--- src/rtl/wake_cause_pkg.sv ---
package wake_cause_pkg;
  localparam int NUM_CAUSE   = 7;
  localparam int DATA_W      = 8;
  localparam int ADDR_W      = 2;
  localparam int SYNC_STAGES = 2;
  localparam int ADDR_STATUS = 0;
  localparam int ADDR_MASK   = 1;

  // cause bit positions (host software decodes these)
  localparam int CAUSE_FROM_OFF   = 6;
  localparam int CAUSE_FROM_HIB   = 5;
  localparam int CAUSE_CONV_FAULT = 4;
  localparam int CAUSE_WDOG_MISS  = 3;
  localparam int CAUSE_PWRON_PIN  = 2;
  localparam int CAUSE_ONKEY      = 1;
  localparam int CAUSE_WAKE_PIN   = 0;

  typedef struct packed {
    logic rdAny;
    logic rdStatus;
    logic rdMask;
    logic wrMask;
  } busStrobe_t;
endpackage

--- src/rtl/wake_cause_sync.sv ---
module wake_cause_sync #(
  parameter int NUM    = 7,
  parameter int STAGES = 2
) (
  input  logic           clk,
  input  logic           rstN,
  input  logic [NUM-1:0] causeAsync,
  output logic [NUM-1:0] riseEvt
);
  generate
    for (genvar i = 0; i < NUM; i++) begin : g_line
      logic [STAGES-1:0] syncQ;
      logic              prevQ;
      always_ff @(posedge clk) begin
        if (!rstN) begin
          syncQ <= '0;
          prevQ <= 1'b0;
        end else begin
          syncQ <= {syncQ[STAGES-2:0], causeAsync[i]};
          prevQ <= syncQ[STAGES-1];
        end
      end
      assign riseEvt[i] = syncQ[STAGES-1] & ~prevQ;
    end
  endgenerate
endmodule

--- src/rtl/wake_cause_ctrl.sv ---
module wake_cause_ctrl
  import wake_cause_pkg::*;
#(
  parameter int AW        = 2,
  parameter int STAT_ADDR = 0,
  parameter int MASK_ADDR = 1
) (
  input  logic          busSel,
  input  logic          busWr,
  input  logic [AW-1:0] busAddr,
  output busStrobe_t    strobe
);
  logic hitStatus;
  logic hitMask;

  always_comb begin
    hitStatus       = (busAddr == AW'(STAT_ADDR));
    hitMask         = (busAddr == AW'(MASK_ADDR));
    strobe.rdAny    = busSel & ~busWr;
    strobe.rdStatus = busSel & ~busWr & hitStatus;
    strobe.rdMask   = busSel & ~busWr & hitMask;
    strobe.wrMask   = busSel &  busWr & hitMask;
  end
endmodule

--- src/rtl/wake_cause_dp.sv ---
module wake_cause_dp
  import wake_cause_pkg::*;
#(
  parameter int NUM = 7,
  parameter int DW  = 8
) (
  input  logic           clk,
  input  logic           rstN,
  input  busStrobe_t     strobe,
  input  logic [DW-1:0]  busWdata,
  input  logic [NUM-1:0] riseEvt,
  output logic [NUM-1:0] statusVec,
  output logic [NUM-1:0] maskVec,
  output logic [DW-1:0]  busRdata,
  output logic           wakeIrq
);
  logic [DW-1:0] rdValue;

  generate
    for (genvar i = 0; i < NUM; i++) begin : g_bit
      always_ff @(posedge clk) begin
        if (!rstN) begin
          statusVec[i] <= 1'b0;
        end else if (riseEvt[i]) begin
          statusVec[i] <= 1'b1;          // new event wins over clear
        end else if (strobe.rdStatus) begin
          statusVec[i] <= 1'b0;
        end
      end
    end
  endgenerate

  always_ff @(posedge clk) begin
    if (!rstN)              maskVec <= '0;
    else if (strobe.wrMask) maskVec <= busWdata[NUM-1:0];
  end

  always_comb begin
    rdValue = '0;
    if (strobe.rdStatus)    rdValue = DW'(statusVec);
    else if (strobe.rdMask) rdValue = DW'(maskVec);
  end

  always_ff @(posedge clk) begin
    if (!rstN)             busRdata <= '0;
    else if (strobe.rdAny) busRdata <= rdValue;
  end

  assign wakeIrq = |(statusVec & ~maskVec);
endmodule

--- src/rtl/wake_cause_irq.sv ---
module wake_cause_irq
  import wake_cause_pkg::*;
#(
  parameter int N_CAUSE = NUM_CAUSE,
  parameter int DW      = DATA_W,
  parameter int AW      = ADDR_W,
  parameter int NSYNC   = SYNC_STAGES
) (
  input  logic               clk,
  input  logic               rstN,
  input  logic [N_CAUSE-1:0] wakeCause,
  input  logic               busSel,
  input  logic               busWr,
  input  logic [AW-1:0]      busAddr,
  input  logic [DW-1:0]      busWdata,
  output logic [DW-1:0]      busRdata,
  output logic               wakeIrq
);
  busStrobe_t         strobe;
  logic [N_CAUSE-1:0] riseEvt;
  logic [N_CAUSE-1:0] statusVec;
  logic [N_CAUSE-1:0] maskVec;

  wake_cause_sync #(.NUM(N_CAUSE), .STAGES(NSYNC)) u_sync (
    .clk(clk), .rstN(rstN), .causeAsync(wakeCause), .riseEvt(riseEvt));

  wake_cause_ctrl #(.AW(AW), .STAT_ADDR(ADDR_STATUS), .MASK_ADDR(ADDR_MASK)) u_ctrl (
    .busSel(busSel), .busWr(busWr), .busAddr(busAddr), .strobe(strobe));

  wake_cause_dp #(.NUM(N_CAUSE), .DW(DW)) u_dp (
    .clk(clk), .rstN(rstN), .strobe(strobe), .busWdata(busWdata),
    .riseEvt(riseEvt), .statusVec(statusVec), .maskVec(maskVec),
    .busRdata(busRdata), .wakeIrq(wakeIrq));
endmodule

--- config.mk ---
export PLATFORM = sky130hd
export DESIGN_NAME = wake_cause_irq
export DESIGN_NICKNAME = d
export VERILOG_FILES = /design/src/rtl/wake_cause_pkg.sv /design/src/rtl/wake_cause_sync.sv /design/src/rtl/wake_cause_ctrl.sv /design/src/rtl/wake_cause_dp.sv /design/src/rtl/wake_cause_irq.sv
export SDC_FILE = /design/constraint.sdc
export NUM_CORES = 1
export LEC_CHECK = 0
export BUFFER_PORTS_ARGS = -buffer_cell sky130_fd_sc_hd__buf_2
export CORE_UTILIZATION = 47
export DETAILED_ROUTE_END_ITERATION = 6
export HOLD_SLACK_MARGIN = 0.03
export PLACE_DENSITY_LB_ADDON = 0.2
export SYNTH_ARGS = -nofsm -noshare
export SYNTH_HDL_FRONTEND = slang
export SYNTH_HIERARCHICAL = 1
export SYNTH_SLANG_ARGS = --single-unit
--- constraint.sdc ---
create_clock -name clk -period 1.5 [get_ports clk]
set_input_delay 0.45 -clock clk [delete_from_list [all_inputs] [get_ports clk]]
set_output_delay 0.45 -clock clk [all_outputs]
set_load 0.02 [all_outputs]
# Yosys cells after proc, flatten, opt, wreduce, memory -nomap -nowiden
# Index checks and enable logic that the tools add are counted.
# word_totals
register_bits,43
input_bits,21
out_inout_bits,9
word_cells,65
# op_classes
eq_ne,1
mux,10
bitwise_logic,22
n_reduce_logical,9
# ops
cell,count
nonzero test 2 bit,7
bitwise AND 1 bit,12
two-way mux 1 bit,8
two-way mux 8 bit,1
inverter 1 bit,8
bitwise AND 7 bit,1
two-way mux 7 bit,1
inverter 7 bit,1
OR reduction 7 bit,1
"== test 2 x 1 -> 1 bit, second input constant",1
logical NOT 2 bit,1

# Logic depth before layout (Yosys ltp)
# Gate-level depths: netlist (run 1).
# logic_depth
depth_word,5
mapped_depth,5
ltp_nobuf,4

# Modules after synthesis
# Netlist (run 1), hierarchy kept.
# modules_own_cells
mod,instances,cells_per_inst,area_each_um2,seq_area_each_um2
wake_cause_dp,1,90,838.3,420.4
wake_cause_sync,1,51,610.6,420.4
wake_cause_ctrl,1,4,43.8,0.0

# Least setup slack after synthesis (run 1)
# Ideal clock, no wire load.
# synth_path
path_type,reg2out
from,reg u_dp.statusVec[6]
to,out wakeIrq
arrival_ns,1.034
required_ns,1.050
setup_slack_ns,0.016
path_stages_with_launch,3
n_path_buf,0
path_cell_list,dfxtp_1 -> nor2b_1 -> or4_1
# synth_via
elab_chain_len,2
# synth_rtl
element,line,source
from (decl),wake_cause_dp.sv:12,"output logic [NUM-1:0] statusVec,"
"from (signal, indexed assignment)",wake_cause_dp.sv:23,statusVec[i] <= 1'b0;
"from (signal, indexed assignment)",wake_cause_dp.sv:25,statusVec[i] <= 1'b1;
"from (signal, indexed assignment)",wake_cause_dp.sv:27,statusVec[i] <= 1'b0;
bitwise AND 7 bit,wake_cause_dp.sv:49,assign wakeIrq = |(statusVec & ~maskVec);
OR reduction 7 bit,wake_cause_dp.sv:49,
to (decl),wake_cause_irq.sv:17,output logic wakeIrq
# No other way between the ends.

# Worst setup path after layout (run 1)
# layout_path
from,reg u_dp.statusVec[3]
to,out wakeIrq
# The elaborated chain is that of the path after synthesis.

==> results of run 1 <==
flip-flops by register name, summed over array words and instances (netlist names):
signal	flops
u_dp/statusVec	7
u_dp/maskVec	7
u_sync/g_line.syncQ	14
u_sync/g_line.prevQ	7
u_dp/busRdata	7
cell usage after synthesis (all sizes together) (2+ instances only):
master,number,area [sq um]
nor2,6,22.5
a21oi,7,35.0
dfxtp,42,841
clkbuf,2,7.51
o21ai,7,35.0
o21a,7,52.6
inv,6,22.5
o22ai,3,18.8
and2,21,131
mux2i,7,70.1
buf,7,42.5
a22oi,7,52.6
nor2b,18,113
where the power goes:
group	switching (mW)	leakage, nW	internal [mW]
logic	0.0929	0.405	0.107
registers	0.0186	0.346	1.16
clock network	0.312	0.0302	0.211
cell type report:
class	count	share of cell area
Sequential cell	42	0.463
Multi-Input combinational cell	88	0.323
Timing Repair Buffer	43	0.143
Tap cell	44	0.0302
Clock buffer	6	0.0281
Inverter	6	0.0123
critical path, delay by kind of cell (launching register included):
kind / cells / cell delay [ns]
buffers and inverters: 2 / 0.21
DFF: 1 / 0.34
and+or+nand+nor: 1 / 0.51
AOI/OAI and AO/OA: 1 / 0.07
layout by cell type, fill, tap and decap left out:
| cell | netlist | layout |
|---|---|---|
| inv_2 | 0 | 2 |
| and4b_1 | 1 | 1 |
| o21a_1 | 7 | 7 |
| clkbuf_4 | 0 | 5 |
| dfxtp_1 | 42 | 39 |
| mux2i_1 | 7 | 7 |
| o22ai_1 | 3 | 2 |
| conb_1 | 1 | 1 |
| a21oi_1 | 7 | 7 |
| o21ai_0 | 7 | 7 |
| nor4b_2 | 1 | 1 |
| dfxtp_2 | 0 | 3 |
| nor2_1 | 6 | 6 |
| and2_1 | 21 | 21 |
| inv_1 | 6 | 4 |
| o22ai_2 | 0 | 1 |
| and4bb_1 | 1 | 1 |
| clkbuf_8 | 0 | 1 |
| a22oi_1 | 7 | 7 |
| buf_2 | 4 | 26 |
| buf_4 | 3 | 16 |
| or4_4 | 0 | 1 |
| buf_6 | 0 | 1 |
| nor2b_1 | 18 | 18 |
layer usage:
| metal | share of wire | up-vias | track usage |
|---|---|---|---|
| li1 | - | 560 | - |
| met2 | 0.48 | 29 | 0.297 |
| met5 | 0 | - | 0 |
| met4 | 0.029 | 0 | 0.122 |
| met3 | 0.050 | 8 | 0.0484 |
| met1 | 0.44 | 485 | 0.182 |
metrics by stage:
stage / power [mW] / utilization / instances
after floorplan: 1.32 / - / 145
after global placement: 1.38 / 0.574 / 221
after detailed placement: 1.39 / 0.574 / 221
after CTS: 1.93 / 0.600 / 228
after global routing: 2.01 / 0.602 / 229
final: 1.90 / 0.602 / 229
how the worst max path moves through the flow:
| stage | startpoint | to | depth (start not counted) |
|---|---|---|---|
| after floorplan | u_dp/statusVec[6]$_SDFFE_PN0P_ | wakeIrq | 2 |
| after global placement | busAddr[1] | u_dp/busRdata[6]$_SDFFE_PN0P_ | 5 |
| after detailed placement | busAddr[1] | u_dp/busRdata[3]$_SDFFE_PN0P_ | 5 |
| after CTS | u_dp/statusVec[3]$_SDFFE_PN0P_ | wakeIrq | 4 |
| after global routing | u_dp/statusVec[3]$_SDFFE_PN0P_ | wakeIrq | 4 |
| final | u_dp/statusVec[3]$_SDFFE_PN0P_ | wakeIrq | 4 |
logic make-up after synthesis:
logic type,Yosys count,synth area share
buffers and inverters,15,0.0486
flip-flops,42,0.563
AO/OA/AOI/OAI,31,0.130
other,1,0.00251
multiplexers,7,0.0469
AND/OR/NAND/NOR,49,0.209
timing repair:
item                                    CTS  global route
buffers inserted                          1             1
endpoints found under the setup margin    1             1
gates cloned                              0             0
pin swaps                                 2             1
gates resized for setup                   9             0
==> flow_metrics.env, run 1 <==
export IMPL_syn_num_nets=166
export IMPL_rsz0062_at_grt="true"
export IMPL_cts_buffers_inserted=5
export IMPL_power_density_nw_per_um2=1040
export IMPL_status="complete, but fails checks"
export IMPL_ys_ff_latch=42
export IMPL_ios=30
export IMPL_synth_area_per_cell_sq_um=10.3
export IMPL_slowest_delay_ns=0.51
export IMPL_die_w_um=58.4
export IMPL_period_share=1.28
export IMPL_timing_rr_end="u_dp/statusVec[3]$_SDFFE_PN0P_"
export IMPL_slew_violations=0
export IMPL_wire_per_inst_um=10.8
export IMPL_seqCellArea_sq_um=845
export IMPL_antenna_found_initial=0
export IMPL_cts_sinks=42
export IMPL_min_delay_start="wakeCause[1]"
export IMPL_first_pass_iters=4
export IMPL_grt_ovfl_total=0
export IMPL_min_to="u_sync/g_line[1].syncQ[0]$_SDFF_PN0_"
export IMPL_synth_edf_count=0
export IMPL_rows=20
export IMPL_port_buffers=27
export IMPL_setup_ws_ns=-0.415
export IMPL_crit_fanout=2
export IMPL_multi_input_area_sq_um=589
export IMPL_finalSetupViolations=1
export IMPL_core_area_sq_um=3030
export IMPL_clk_pin_slew_worst_paths_ns=0.10
export IMPL_reg2reg_depth=5
export IMPL_drt_iter0_markers=46
export IMPL_clock_latency_ns=0.34
export IMPL_grt_max_degree=19
export IMPL_synthFlopType="dfxtp_1"
export IMPL_cts_tree="built"
export IMPL_drtAntennaViolNets=0
export IMPL_min_delay_path_depth=2
export IMPL_leakage_nw=0.781
export IMPL_yosysSeqAreaShare=0.563
export IMPL_fin_area_sq_um=1820
export IMPL_path_class="flip-flop to output pin"
export IMPL_relSlewSlack=0.641
export IMPL_critical_path_arrival_ns=1.47
export IMPL_n_antenna_cell=0
export IMPL_whs_ns=0.313
export IMPL_path_cells="inv_2, o22ai_2, or4_4, buf_6"
export IMPL_dpl_instance_area_sq_um=1740
export IMPL_r2r_start="u_dp/statusVec[3]$_SDFFE_PN0P_"
export IMPL_clockBufferDepth=2
export IMPL_cts_hold_buf=0
export IMPL_worstPathRequired_ns=1.05
export IMPL_syn_to_final_growth_pct=22.2
export IMPL_die_area_sq_um=3410
export IMPL_final_setup_tns_ns=-0.415
export IMPL_grt_total_usage=0.173
export IMPL_finalHoldViolCount=0
export IMPL_pre_cts_slack_ns=-0.110
export IMPL_wl_um=2480
export IMPL_yosysWarningCount=6
export IMPL_r2r_slack_ns=0.63
export IMPL_num_vias=1082
export IMPL_period_minus_slack_ns=1.92
export IMPL_synthCells=145
export IMPL_vdd_ir_drop_max_v=0.000701
export IMPL_viasPerCell=4.72
export IMPL_syn_area_sq_um=1490
export IMPL_drcViolationCount=0
export IMPL_drv_cap=0
export IMPL_cp_end_kind="output pin"
export IMPL_violations="negative setup slack"
export IMPL_initial_core_util=0.493
export IMPL_clock_root_buffer="clkbuf_4"
export IMPL_finalClockSkew_ns=0.00968
export IMPL_dp_hpwl_um=1720
export IMPL_final_nets=207
export IMPL_fillCellCount=289
export IMPL_hold_path_class="input port to flip-flop"
export IMPL_gp_congestion=0.725
export IMPL_drive_gt1_frac=0.308
export IMPL_die_h_um=58.4
export IMPL_htreeDepth=2
export IMPL_critPathLaunchType="flip-flop"
export IMPL_fmaxAchievable_ghz=0.522
export IMPL_tightest_slew_ns=0.538
export IMPL_cp_slowest_cell="or4_4"
export IMPL_post_synth_num_cell_types=19
export IMPL_ys_async_sr_fraction=0
export IMPL_grt_pass1_wl_um=4270
export IMPL_grt_pass1_vias=1035
Power figures use the tool's default switching activity.
==> run 2: changes to the inputs <==
Settings changed: CORE_UTILIZATION 47 to 50.
Clock period 1.5 ns to 1.9 ns, I/O delays scaled along.
==> run 2 against run 1 <==
  * The flow still finishes with violations (negative setup slack)
  * Worst setup slack better by 0.27 ns
  * Critical path type unchanged
  * First-iteration DRC count is 65% lower
  * Sequential share of layout area is 0.92 points higher
  * Largest cell class unchanged
==> flow_metrics.env, run 2 (synthesized netlist as in run 1, its figures left out) <==
export IMPL_cts_buffers_inserted=5
export IMPL_viasPerCell=4.98
export IMPL_grt_total_usage=0.172
export IMPL_period_minus_slack_ns=2.05
export IMPL_port_buffers=27
export IMPL_die_w_um=56.6
export IMPL_slowest_delay_ns=0.51
export IMPL_period_share=1.08
export IMPL_finalClockSkew_ns=0.00774
export IMPL_drcViolationCount=0
export IMPL_finalSetupViolations=1
export IMPL_drv_cap=0
export IMPL_final_cell_mix="dfxtp_1, buf_2, and2_1, nor2b_1"
export IMPL_final_nets=196
export IMPL_fmaxAchievable_ghz=0.489
export IMPL_clock_latency_ns=0.35
export IMPL_first_pass_iters=4
export IMPL_htreeDepth=2
export IMPL_largest_reg_flops=14
export IMPL_top_register="u_sync/g_line.syncQ"
export IMPL_rows=19
export IMPL_cp_slowest_cell="or4_4"
export IMPL_fin_cells=207
export IMPL_hold_path_class="input port to flip-flop"
export IMPL_clock_root_buffer="clkbuf_4"
export IMPL_cts_sinks=42
export IMPL_syn_to_final_growth_pct=20.4
export IMPL_critPathLaunchType="flip-flop"
export IMPL_tightest_slew_ns=0.553
export IMPL_wire_per_inst_um=11.7
export IMPL_drt_iter0_markers=16
export IMPL_grt_max_degree=43
export IMPL_fin_util=0.646
export IMPL_setup_ws_ns=-0.147
export IMPL_power_density_nw_per_um2=1000
export IMPL_crit_fanout=2
export IMPL_antenna_found_initial=0
export IMPL_path_cells="inv_2, o22ai_2, or4_4, buf_6"
export IMPL_drtAntennaViolNets=0
export IMPL_dp_cells=196
export IMPL_relSlewSlack=0.631
export IMPL_rsz0062_at_grt="true"
export IMPL_gp_congestion=0.675
export IMPL_n_antenna_cell=0
export IMPL_clk_pin_slew_worst_paths_ns=0.12
export IMPL_critical_path_arrival_ns=1.48
export IMPL_grt_ovfl_total=0
export IMPL_initial_core_util=0.537
export IMPL_cts_hold_buf=0
export IMPL_path_class="flip-flop to output pin"
export IMPL_die_h_um=56.6
export IMPL_die_area_sq_um=3210
export IMPL_wl_um=2430
export IMPL_finalHoldViolCount=0
export IMPL_cp_end_kind="output pin"
export IMPL_vdd_ir_drop_max_v=0.000818
export IMPL_clockBufferDepth=2
export IMPL_worstPathRequired_ns=1.33
export IMPL_violations="negative setup slack"
export IMPL_dp_hpwl_um=1550
export IMPL_core_area_sq_um=2780
export IMPL_slew_violations=0
export IMPL_grt_pass1_vias=1020
export IMPL_ios=30
export IMPL_leakage_nw=0.756
export IMPL_grt_pass1_wl_um=4150
export IMPL_cts_tree="built"
export IMPL_drive_gt1_frac=0.295
export IMPL_num_vias=1030
export IMPL_layout_commonest_cell="dfxtp_1"
export IMPL_status="complete, but fails checks"
## run 2: final cells by class
| class | instances | area, sq um |
|---|---|---|
| inverter | 6 | 22.5 |
| timing repair buffer | 32 | 179 |
| fill | 230 | 985 |
| clock buffer | 6 | 51.3 |
| multi-input combinational | 88 | 597 |
| sequential | 42 | 848 |
| clock inverter | 2 | 60.1 |
| tap | 31 | 38.8 |
## run 2: power by group
group	total [mW]	switching, mW	internal (mW)
clock	0.717	0.271	0.446
sequential	0.934	0.0155	0.918
combinational	0.147	0.0718	0.0750
## run 2: stage by stage
stage	power, mW	worst slack [ns]	instance area [sq um]	hold slack [ns]	TNS [ns]
after floorplan	1.04	0.296	1490	0.412	0
after global placement	1.08	0.184	1630	0.414	0
after detailed placement	1.08	0.130	1630	0.419	0
after CTS	1.82	-0.180	1790	0.406	-0.180
after global routing	1.88	-0.206	1800	0.402	-0.206
final	1.80	-0.147	1800	0.422	-0.147
## run 2: what timing repair did
action                                  in CTS  in global routing
gates cloned                                 0                  0
pin swaps                                    2                  1
gates resized for setup                     10                  4
endpoints found under the setup margin       1                  1
buffers inserted                             3                  0
## run 2: routing by layer
| metal | GRT usage | part of all wire |
|---|---|---|
| met5 | 0 | 0 |
| met3 | 0.0484 | 0.045 |
| met4 | 0.0941 | 0.023 |
| met2 | 0.294 | 0.48 |
| met1 | 0.190 | 0.45 |
## run 2: final timing paths
path,cells after the start,to,slack (ns),startpoint
max,4,wakeIrq,-0.15,u_dp/statusVec[3]$_SDFFE_PN0P_
min,2,u_sync/g_line[0].syncQ[0]$_SDFF_PN0_,0.42,wakeCause[0]
min reg2reg,1,u_sync/g_line[0].syncQ[1]$_SDFF_PN0_,0.44,u_sync/g_line[0].syncQ[0]$_SDFF_PN0_
max reg2reg,6,u_dp/statusVec[3]$_SDFFE_PN0P_,0.91,u_dp/statusVec[3]$_SDFFE_PN0P_
## run 2: critical path, delay by kind of cell, from the launching register on
family                 cells  cell delay, ns
buffers and inverters      2            0.21
and+or+nand+nor            1            0.51
AOI/OAI and AO/OA          1            0.07
DFF                        1            0.35
